--- src/rtl/presc_pkg.sv ---
package presc_pkg;

    typedef logic [2:0] ratio_t;

    typedef struct packed {
        logic   on;
        ratio_t code;
    } chan_cfg_t;

    localparam int NUM_CH = 3;
    localparam int CH_TMR2 = 0;
    localparam int CH_TMR3 = 1;
    localparam int CH_ADC  = 2;

endpackage

--- src/rtl/presc_divider.sv ---
module presc_divider #(
    parameter int CNT_W = 12
) (
    input  logic             clk,
    input  logic             rst_n,
    input  logic             run,
    output logic [CNT_W-1:0] fall
);
    typedef struct packed {
        logic [CNT_W-1:0] cnt;
    } div_state_t;

    div_state_t st_d, st_q;

    always_comb begin
        st_d = st_q;
        if (run) st_d.cnt = st_q.cnt + 1'b1;
    end

    always_ff @(posedge clk) begin
        if (!rst_n) st_q <= '0;
        else        st_q <= st_d;
    end

    // bit k falls on the increment that follows all ones in bits [k:0]
    for (genvar k = 0; k < CNT_W; k++) begin : g_fall
        assign fall[k] = run & (&st_q.cnt[k:0]);
    end


    cnt_hold_chk: assert property (@(posedge clk) disable iff (!rst_n)
        !run |=> $stable(st_q.cnt));

endmodule

--- src/rtl/presc_regs.sv ---
module presc_regs
    import presc_pkg::*;
(
    input  logic                    clk,
    input  logic                    rst_n,
    input  logic                    we,
    input  logic                    addr,
    input  logic [7:0]              wdata,
    output logic [7:0]              rdata,
    output chan_cfg_t [NUM_CH-1:0]  cfg,
    output logic [NUM_CH-1:0]       kill
);
    typedef struct packed {
        chan_cfg_t [NUM_CH-1:0] ch;
    } reg_state_t;

    reg_state_t st_d, st_q;

    always_comb begin
        st_d = st_q;
        kill = '0;
        if (we) begin
            if (!addr) begin
                st_d.ch[CH_TMR2] = wdata[3:0];
                st_d.ch[CH_TMR3] = wdata[7:4];
                kill[CH_TMR2]    = ~wdata[3];
                kill[CH_TMR3]    = ~wdata[7];
            end else begin
                st_d.ch[CH_ADC]  = wdata[3:0];
                kill[CH_ADC]     = ~wdata[3];
            end
        end
    end

    always_ff @(posedge clk) begin
        if (!rst_n) st_q <= '0;
        else        st_q <= st_d;
    end

    assign cfg   = st_q.ch;
    assign rdata = addr ? {4'b0000, st_q.ch[CH_ADC]}
                        : {st_q.ch[CH_TMR3], st_q.ch[CH_TMR2]};


    rsvd_zero_chk: assert property (@(posedge clk) disable iff (!rst_n)
        addr |-> (rdata[7:4] == 4'b0000));

endmodule

--- src/rtl/presc_channel.sv ---
module presc_channel
    import presc_pkg::*;
#(
    parameter int CNT_W      = 12,
    parameter bit WIDE       = 1'b0,
    parameter int WIDE_SHIFT = 4
) (
    input  logic             clk,
    input  logic             rst_n,
    input  chan_cfg_t        cfg,
    input  logic             kill,
    input  logic [CNT_W-1:0] fall,
    output logic             tick
);
    localparam int TAP_W = $clog2(CNT_W);

    typedef struct packed {
        logic             act_on;
        logic [TAP_W-1:0] act_tap;
        logic             tick;
    } ch_state_t;

    ch_state_t st_d, st_q;

    function automatic logic [TAP_W-1:0] tap_of(ratio_t code);
        if (WIDE && code >= 3'd6) return TAP_W'(code) + TAP_W'(WIDE_SHIFT);
        return TAP_W'(code);
    endfunction

    logic [TAP_W-1:0] new_tap, big_tap;
    logic             live_on;

    always_comb begin
        new_tap = tap_of(cfg.code);
        big_tap = (new_tap > st_q.act_tap) ? new_tap : st_q.act_tap;
        live_on = cfg.on & ~kill;
        st_d      = st_q;
        st_d.tick = st_q.act_on & live_on & fall[st_q.act_tap];
        if (!live_on) begin
            st_d.act_on = 1'b0;
        end else if (!st_q.act_on) begin
            if (fall[new_tap]) begin
                st_d.act_on  = 1'b1;
                st_d.act_tap = new_tap;
            end
        end else if (fall[big_tap]) begin
            st_d.act_tap = new_tap;
        end
    end

    always_ff @(posedge clk) begin
        if (!rst_n) st_q <= '0;
        else        st_q <= st_d;
    end

    assign tick = st_q.tick;


    tick_single_chk: assert property (@(posedge clk) disable iff (!rst_n)
        st_q.tick |=> !st_q.tick);


    off_silent_chk: assert property (@(posedge clk) disable iff (!rst_n)
        !st_q.act_on |-> !st_q.tick);

endmodule

--- src/rtl/presc_top.sv ---
module presc_top
    import presc_pkg::*;
#(
    parameter int CNT_W      = 12,
    parameter int WIDE_SHIFT = 4
) (
    input  logic       clk,
    input  logic       rst_n,
    input  logic       presc_on,
    input  logic       cfg_we,
    input  logic       cfg_addr,
    input  logic [7:0] cfg_wdata,
    output logic [7:0] cfg_rdata,
    output logic       tick_tmr2,
    output logic       tick_tmr3,
    output logic       tick_adc
);
    chan_cfg_t [NUM_CH-1:0] cfg;
    logic [NUM_CH-1:0]      kill;
    logic [CNT_W-1:0]       fall;
    logic [NUM_CH-1:0]      ticks;

    presc_regs u_regs (
        .clk   (clk),
        .rst_n (rst_n),
        .we    (cfg_we),
        .addr  (cfg_addr),
        .wdata (cfg_wdata),
        .rdata (cfg_rdata),
        .cfg   (cfg),
        .kill  (kill)
    );

    presc_divider #(.CNT_W(CNT_W)) u_div (
        .clk   (clk),
        .rst_n (rst_n),
        .run   (presc_on),
        .fall  (fall)
    );

    for (genvar c = 0; c < NUM_CH; c++) begin : g_ch
        presc_channel #(
            .CNT_W      (CNT_W),
            .WIDE       (c == CH_TMR2),
            .WIDE_SHIFT (WIDE_SHIFT)
        ) u_ch (
            .clk   (clk),
            .rst_n (rst_n),
            .cfg   (cfg[c]),
            .kill  (kill[c]),
            .fall  (fall),
            .tick  (ticks[c])
        );
    end

    assign tick_tmr2 = ticks[CH_TMR2];
    assign tick_tmr3 = ticks[CH_TMR3];
    assign tick_adc  = ticks[CH_ADC];


    master_quiet_chk: assert property (@(posedge clk) disable iff (!rst_n)
        !presc_on |=> (!tick_tmr2 && !tick_tmr3 && !tick_adc));


    adc_kill_chk: assert property (@(posedge clk) disable iff (!rst_n)
        (cfg_we && cfg_addr && !cfg_wdata[3]) |=> !tick_adc);


    tmr_kill_chk: assert property (@(posedge clk) disable iff (!rst_n)
        (cfg_we && !cfg_addr && !cfg_wdata[7]) |=> !tick_tmr3);

endmodule

--- config.mk ---
export PLATFORM = sky130hd
export DESIGN_NAME = presc_top
export DESIGN_NICKNAME = d
export VERILOG_FILES = /design/src/rtl/presc_pkg.sv /design/src/rtl/presc_divider.sv /design/src/rtl/presc_regs.sv /design/src/rtl/presc_channel.sv /design/src/rtl/presc_top.sv
export SDC_FILE = /design/constraint.sdc
export NUM_CORES = 1
export LEC_CHECK = 0
export BUFFER_PORTS_ARGS = -buffer_cell sky130_fd_sc_hd__buf_2
export CORE_ASPECT_RATIO = 0.5
export CORE_MARGIN = 5
export CORE_UTILIZATION = 61
export DETAILED_ROUTE_END_ITERATION = 6
export HOLD_SLACK_MARGIN = 0.15
export PLACE_DENSITY = 0.83
export SYNTH_ARGS = -nofsm -noshare
export SYNTH_HDL_FRONTEND = slang
export SYNTH_SLANG_ARGS = --single-unit
--- constraint.sdc ---
create_clock -name clk -period 4.7 [get_ports clk]
set_clock_uncertainty 0.2 [all_clocks]
set_input_delay 0.47 -clock clk [delete_from_list [all_inputs] [get_ports clk]]
set_output_delay 0.47 -clock clk [all_outputs]
set_load 0.02 [all_outputs]
### Yosys cells after proc, flatten, opt, wreduce, memory -nomap -nowiden

Cells that the tools add are included.

* word-level logic and storage cells: 123
* flip-flop bits (word level): 42
* output and inout port bits: 11

* $add $sub $neg: 2
* bitwise logic cells: 27
* muxes and demuxes: 40
* order comparisons: 13
* equal/unequal tests: 3
* reduce and logical (&&, ||, !) cells: 22

Operator list (number)
* $mux W4: 11
* $lt A4 B5 Y1 const B: 7
* $bmux W1 S4: 7
* $and A1 B1 Y1: 21
* $mux W5: 3
* $mux W1: 14
* $add A12 B1 Y12 const B: 1
* $reduce_and A12 Y1: 1
* $reduce_and A2 Y1: 6
* $reduce_and A3 Y1: 4
* $reduce_and A11 Y1: 1
* $lt A3 B5 Y1 const B: 2
* $reduce_and A10 Y1: 1
* $reduce_and A9 Y1: 1
* $gt A3 B4 Y1: 2
* $mux W8: 1
* $reduce_and A8 Y1: 1
* $reduce_and A7 Y1: 1
* $bmux W1 S3: 2
* $ne A2 B2 Y1 const B: 3
* $not A1 Y1: 6
* $reduce_and A6 Y1: 1
* $reduce_bool A2 Y1: 3
* $reduce_and A5 Y1: 1
* 6 further kinds: 6

### Longest topological paths before layout

* depth in word-level cells: 9
* depth in mapped cells: 13
* gate-level depth less buffers: 11

### Modules after synthesis

From an unflattened synthesis, not the netlist that was laid out.

* cells, all modules: 394
* area, all modules: 3462.1 um2

Modules (own cells, without submodules)
* presc_channel (g_ch[1].u_ch ...): area an instance 721.9 um2, times used 2, cells an instance 81, sequential area each 100.1 um2
* presc_channel (g_ch[0].u_ch): area an instance 797.0 um2, times used 1, cells an instance 94, sequential area each 120.1 um2
* presc_divider: area an instance 655.6 um2, times used 1, cells an instance 75, sequential area each 240.2 um2
* presc_regs: area an instance 565.5 um2, times used 1, cells an instance 63, sequential area each 240.2 um2

### Worst setup path after synthesis

No wires, ideal clock.

* path type: register to register
* from: register u_regs.st_q (netlist bit u_regs.cfg[1])
* to: register g_ch[0].u_ch.st_q[1] (netlist bit)
* data arrival time: 2892 ps
* library setup time: 134 ps
* buffers on the path: 2
* required time: 4366 ps
* cell stages (with the launch flop): 14
* setup slack: 1474 ps
* path through: dfxtp_1 > and2_1 > ha_1 > ha_1 > nand3_1 > nor2_1 > a21o_1 > buf_6 > mux2i_4 > a2111oi_0 > or4_1 > buf_2 > a32oi_1 > o221ai_1

* cells in the longest elaborated chain, start to end: 9
* elaborated cells on any way between the ends: 17
* classes of those cells: add/sub (1); order compare (2); eq/ne (1); mux (11); reduce/logical (2)

Ends and longest elaborated chain
* start, declared: RTL line presc_regs.sv:17 `reg_state_t st_d, st_q;`
* start signal, assigned: RTL line presc_regs.sv:37 `else st_q <= st_d;`
* $add A3 B3 Y4 / $ge A3 B3 Y1 (equally long branches): RTL line presc_channel.sv:26 `if (WIDE && code >= 3'd6) return TAP_W'(code) + TAP_W'(WIDE_SHIFT);`
* $mux W4 / $mux W1 (equally long branches): RTL line presc_channel.sv:26
* $mux W4 *: RTL line presc_channel.sv:27 `return TAP_W'(code);`
* $gt A4 B4 Y1: RTL line presc_channel.sv:35 `big_tap = (new_tap > st_q.act_tap) ? new_tap : st_q.act_tap;`
* $mux W4: RTL line presc_channel.sv:35
* $bmux W1 S4: RTL line presc_channel.sv:46 `end else if (fall[big_tap]) begin`
* $mux W1 (implied by the code): RTL line presc_channel.sv:46
* $ne A2 B2 Y1 (no source line)
* $reduce_and A3 Y1 (no source line)
* end signal, assigned: RTL line presc_channel.sv:53 `else st_q <= st_d;`
* end, declared: RTL line presc_channel.sv:23 `ch_state_t st_d, st_q;`

Every way passes the cells marked *; elsewhere a longest branch is shown, timed or not. The select of a mux whose other input is x is not followed.
A chain may end at the register's enable or synchronous reset.

### Final worst setup path

* from: register u_regs.st_q (netlist bit u_regs.cfg[1])
* to: register g_ch[0].u_ch.st_q[3] (netlist bit)

Same word-level chain as after synthesis.

==> flow_summary.json <==
{
  "hold_end": "u_regs.cfg[4]$_SDFFE_PN0P_",
  "final_area_sq_um": 3360,
  "use_met1_pct": 31.8,
  "outcome": "complete, no violations",
  "grt_pass1_vias": 2943,
  "grt-ovfl-total": 0,
  "ys.flop_type": "dfxtp_1",
  "hp-class": "in -> reg",
  "grt_use_met3_pct": 7.37,
  "syn_inst": 409,
  "finalHoldViolCount": 0,
  "worstMarginPinSlew_ns": 0.656,
  "finalCoreUtilization_pct": 67.4,
  "port_buffers": 23,
  "postCtsSetupBuffers": 0,
  "synth.distinct_cells": 63,
  "vias_per_cell": 6.30,
  "hpwl_um": 6300,
  "cts_resized": 0,
  "yosysWarningCount": 0,
  "final_layout_size_suffix_gt1_share_pct": 12.6,
  "syn_nets": 439,
  "finalCritPeriodShare_pct": 82.6,
  "drt_iter0_markers": 346,
  "start_util_pct": 63.4,
  "hold_start": "cfg_wdata[4]",
  "grt_busiest_layer": "met2",
  "worstPathCellList": "and2_1, ha_1, ha_1, nand3_1, nor2_1, a21o_1, mux2i_4, a2111oi_0, or4_1, a32oi_1, o221ai_1",
  "dieArea_sq_um": 6800,
  "rr_worst_depth": 11,
  "postRouteAntennaNets": 0,
  "antennaDiodeCount": 0,
  "drv_cap": 0,
  "syn-cell-area_sq_um": 3160,
  "hold_depth": 3,
  "clkTransAtPathRegs_ns": 0.09,
  "reg2reg_slack_ns": 0.82,
  "crit_top_cell": "ha_1",
  "routedWlPerCell_um": 17.2,
  "cp.required_ns": 4.68,
  "ys_async_sr_fraction_pct": 0,
  "crit_path_start_kind": "register",
  "routed-via-count": 3088,
  "powerDensity_nw_per_um2": 230,
  "r2r-end": "g_ch[0].u_ch.st_q[3]$_SDFFE_PN0P_",
  "fin_crit_ns": 3.88,
  "r2r_start": "u_regs.cfg[1]$_SDFFE_PN0P_",
  "worstPathMaxFanout": 9,
  "grt_max_degree": 31,
  "drt_first_pass_iters": 6,
  "path_buf_inv": 0,
  "area_delta_synth_final_pct": 6.34,
  "cts.sinks": 40,
  "cp.arrival_ns": 3.86,
  "drc": 0,
  "cts_hold_buf": 0,
  "cts_root_buf": "clkbuf_8",
  "htree_num_levels": 2,
  "crit_path_end_kind": "register",
  "clk_path_buf_depth": 2,
  "grt_pass1_wl_um": 14200,
  "synth_seq_area_share_pct": 25.4,
  "die_w_um": 112,
  "die_h_um": 60.9,
  "placementRows": 18,
  "critPathSlowestCell": "or4_1",
  "crit_family": "simple AND/OR/NAND/NOR gates",
  "antenna_found_initial": 0,
  "max-slew-margin-rel_pct": 56.1,
  "clock_latency_ns": 0.30,
  "ir_drop_mv": 0.127,
  "cts_buffers": 5,
  "synth_edf_count": 0,
  "crit_type": "reg -> reg",
  "syn_area_per_cell_sq_um": 7.72,
  "core_sq_um": 4980,
  "gp_congestion": 0.968,
  "ios": 24,
  "finalMaxSlewViolations": 0,
  "finalSetupViolCount": 0,
  "rsz0062_at_grt": "false",
  "ys_ff_latch": 40,
  "grtUsageTotal_pct": 25.9,
  "max_freq_mhz": 257,
  "cpPeakStageDelay_ns": 0.72,
  "cts_tree": "yes",
  "setup-tns-final_ns": 0,
  "fin_nets": 449,
  "dpl_cell_area_sq_um": 3240,
  "p_leak_nw": 1.20,
  "grtUsageMet2_pct": 45.7,
  "wl_um": 8440
}
==> sequential cells by signal, summed over array words and instances (netlist names) <==
register        flops
g_ch.u_ch.st_q     13
u_regs.cfg         12
g_ch.u_ch.tick      3
u_div.st_q         12
==> tightest hold or removal path: cells and delay by family <==
family                 cells  cell delay, ns
buffers and inverters      1            0.09
AND/OR/NAND/NOR            1            0.05
AO/OA/AOI/OAI              1            0.05
==> synthesized netlist by cell type (6+ instances only) <==
master	instances	area share [%]
nand2_1	67	8.0
dfxtp_1	40	25
nor2_1	39	4.6
a21oi_1	21	3.3
o21ai_0	20	3.2
inv_1	19	2.3
mux2i_1	18	5.7
ha_1	17	6.7
nor2b_1	13	2.6
a211oi_1	12	2.9
clkbuf_1	11	1.3
nand3_1	10	1.6
a31oi_1	8	1.6
nand4_1	7	1.4
nor3_1	7	1.1
mux2_2	6	2.1
o211ai_1	6	1.4
==> cells by family (layout without fill, tap and decap cells) <==
family,Yosys count,count (layout),share of synthesized area (%)
and+or+nand+nor,172,172,26.2
AOI/OAI and AO/OA,100,100,21.4
buffers and inverters,42,53,6.58
DFF,40,40,25.4
muxes,28,28,10.7
adders and majority gates,17,17,6.74
xor gates and xnor gates,10,10,3.01
==> layout make-up <==
cell class,instances,area [sq um]
fillers,411,1620
multi-input cells,327,2150
well taps,70,87.6
clock buffers,5,68.8
flip-flops and latches,40,801
clock inverters,3,46.3
inverters,20,75.1
repair buffers,25,130
==> metal layers <==
layer	wire (um)	vias to the layer above	share of wire, %
met3	720	17	8.5
met5	0	-	0
met2	3950	132	47
li1	-	1493	-
met1	3660	1446	43
met4	111	0	1.3
==> layout by cell type (no fill, tap or decap), types with 2 or more instances in the layout <==
master	instances
a32oi_1	5
xor2_1	4
nor3_1	7
o21ai_0	20
xnor2_1	5
o211ai_1	6
and3_1	3
nand2_1	67
mux2i_1	18
a31oi_1	8
or3_1	3
and4_1	2
o31ai_1	2
nor3b_1	4
o211ai_2	2
a311oi_1	2
nand4_1	7
a211oi_1	12
ha_1	17
a21oi_1	21
o21bai_1	2
mux4_2	3
a2111oi_0	3
nor2b_1	13
nand3b_1	2
buf_2	23
mux2_2	6
o221ai_1	3
buf_4	2
nand2b_1	3
nand3_1	10
nor2_1	39
o22ai_1	2
clkbuf_8	5
dfxtp_1	40
inv_1	19
a21o_1	2
and2_1	2
==> how the worst max path moves through the flow <==
stage / depth (start not counted) / to / slack, ns / startpoint
CTS: 11 / g_ch[0].u_ch.st_q[1]$_SDFFE_PN0P_ / 0.85 / u_regs.cfg[1]$_SDFFE_PN0P_
global placement: 11 / g_ch[0].u_ch.st_q[1]$_SDFFE_PN0P_ / 1.01 / u_regs.cfg[1]$_SDFFE_PN0P_
detailed placement: 11 / g_ch[0].u_ch.st_q[3]$_SDFFE_PN0P_ / 0.86 / u_regs.cfg[1]$_SDFFE_PN0P_
global route: 11 / g_ch[0].u_ch.st_q[3]$_SDFFE_PN0P_ / 0.52 / u_regs.cfg[1]$_SDFFE_PN0P_
floorplan: 13 / g_ch[0].u_ch.st_q[1]$_SDFFE_PN0P_ / 1.47 / u_regs.cfg[1]$_SDFFE_PN0P_
finish: 11 / g_ch[0].u_ch.st_q[3]$_SDFFE_PN0P_ / 0.82 / u_regs.cfg[1]$_SDFFE_PN0P_
==> where the power goes <==
group,internal [W],switching [W]
Combinational,0.0000424,0.0000655
Clock,0.000160,0.000145
Sequential,0.000346,0.0000127
==> through the flow <==
stage / setup WS, ns / total power, W / hold WS (ns) / std cells
final: 0.816 / 0.000771 / 0.199 / 490
after global routing: 0.524 / 0.000801 / 0.191 / 490
after CTS: 0.846 / 0.000768 / 0.202 / 490
after detailed placement: 0.857 / 0.000472 / 0.263 / 482
after global placement: 1.01 / 0.000467 / 0.249 / 482
after floorplan: 1.47 / 0.000448 / 0.232 / 409
(Power assumes the default switching activity.)
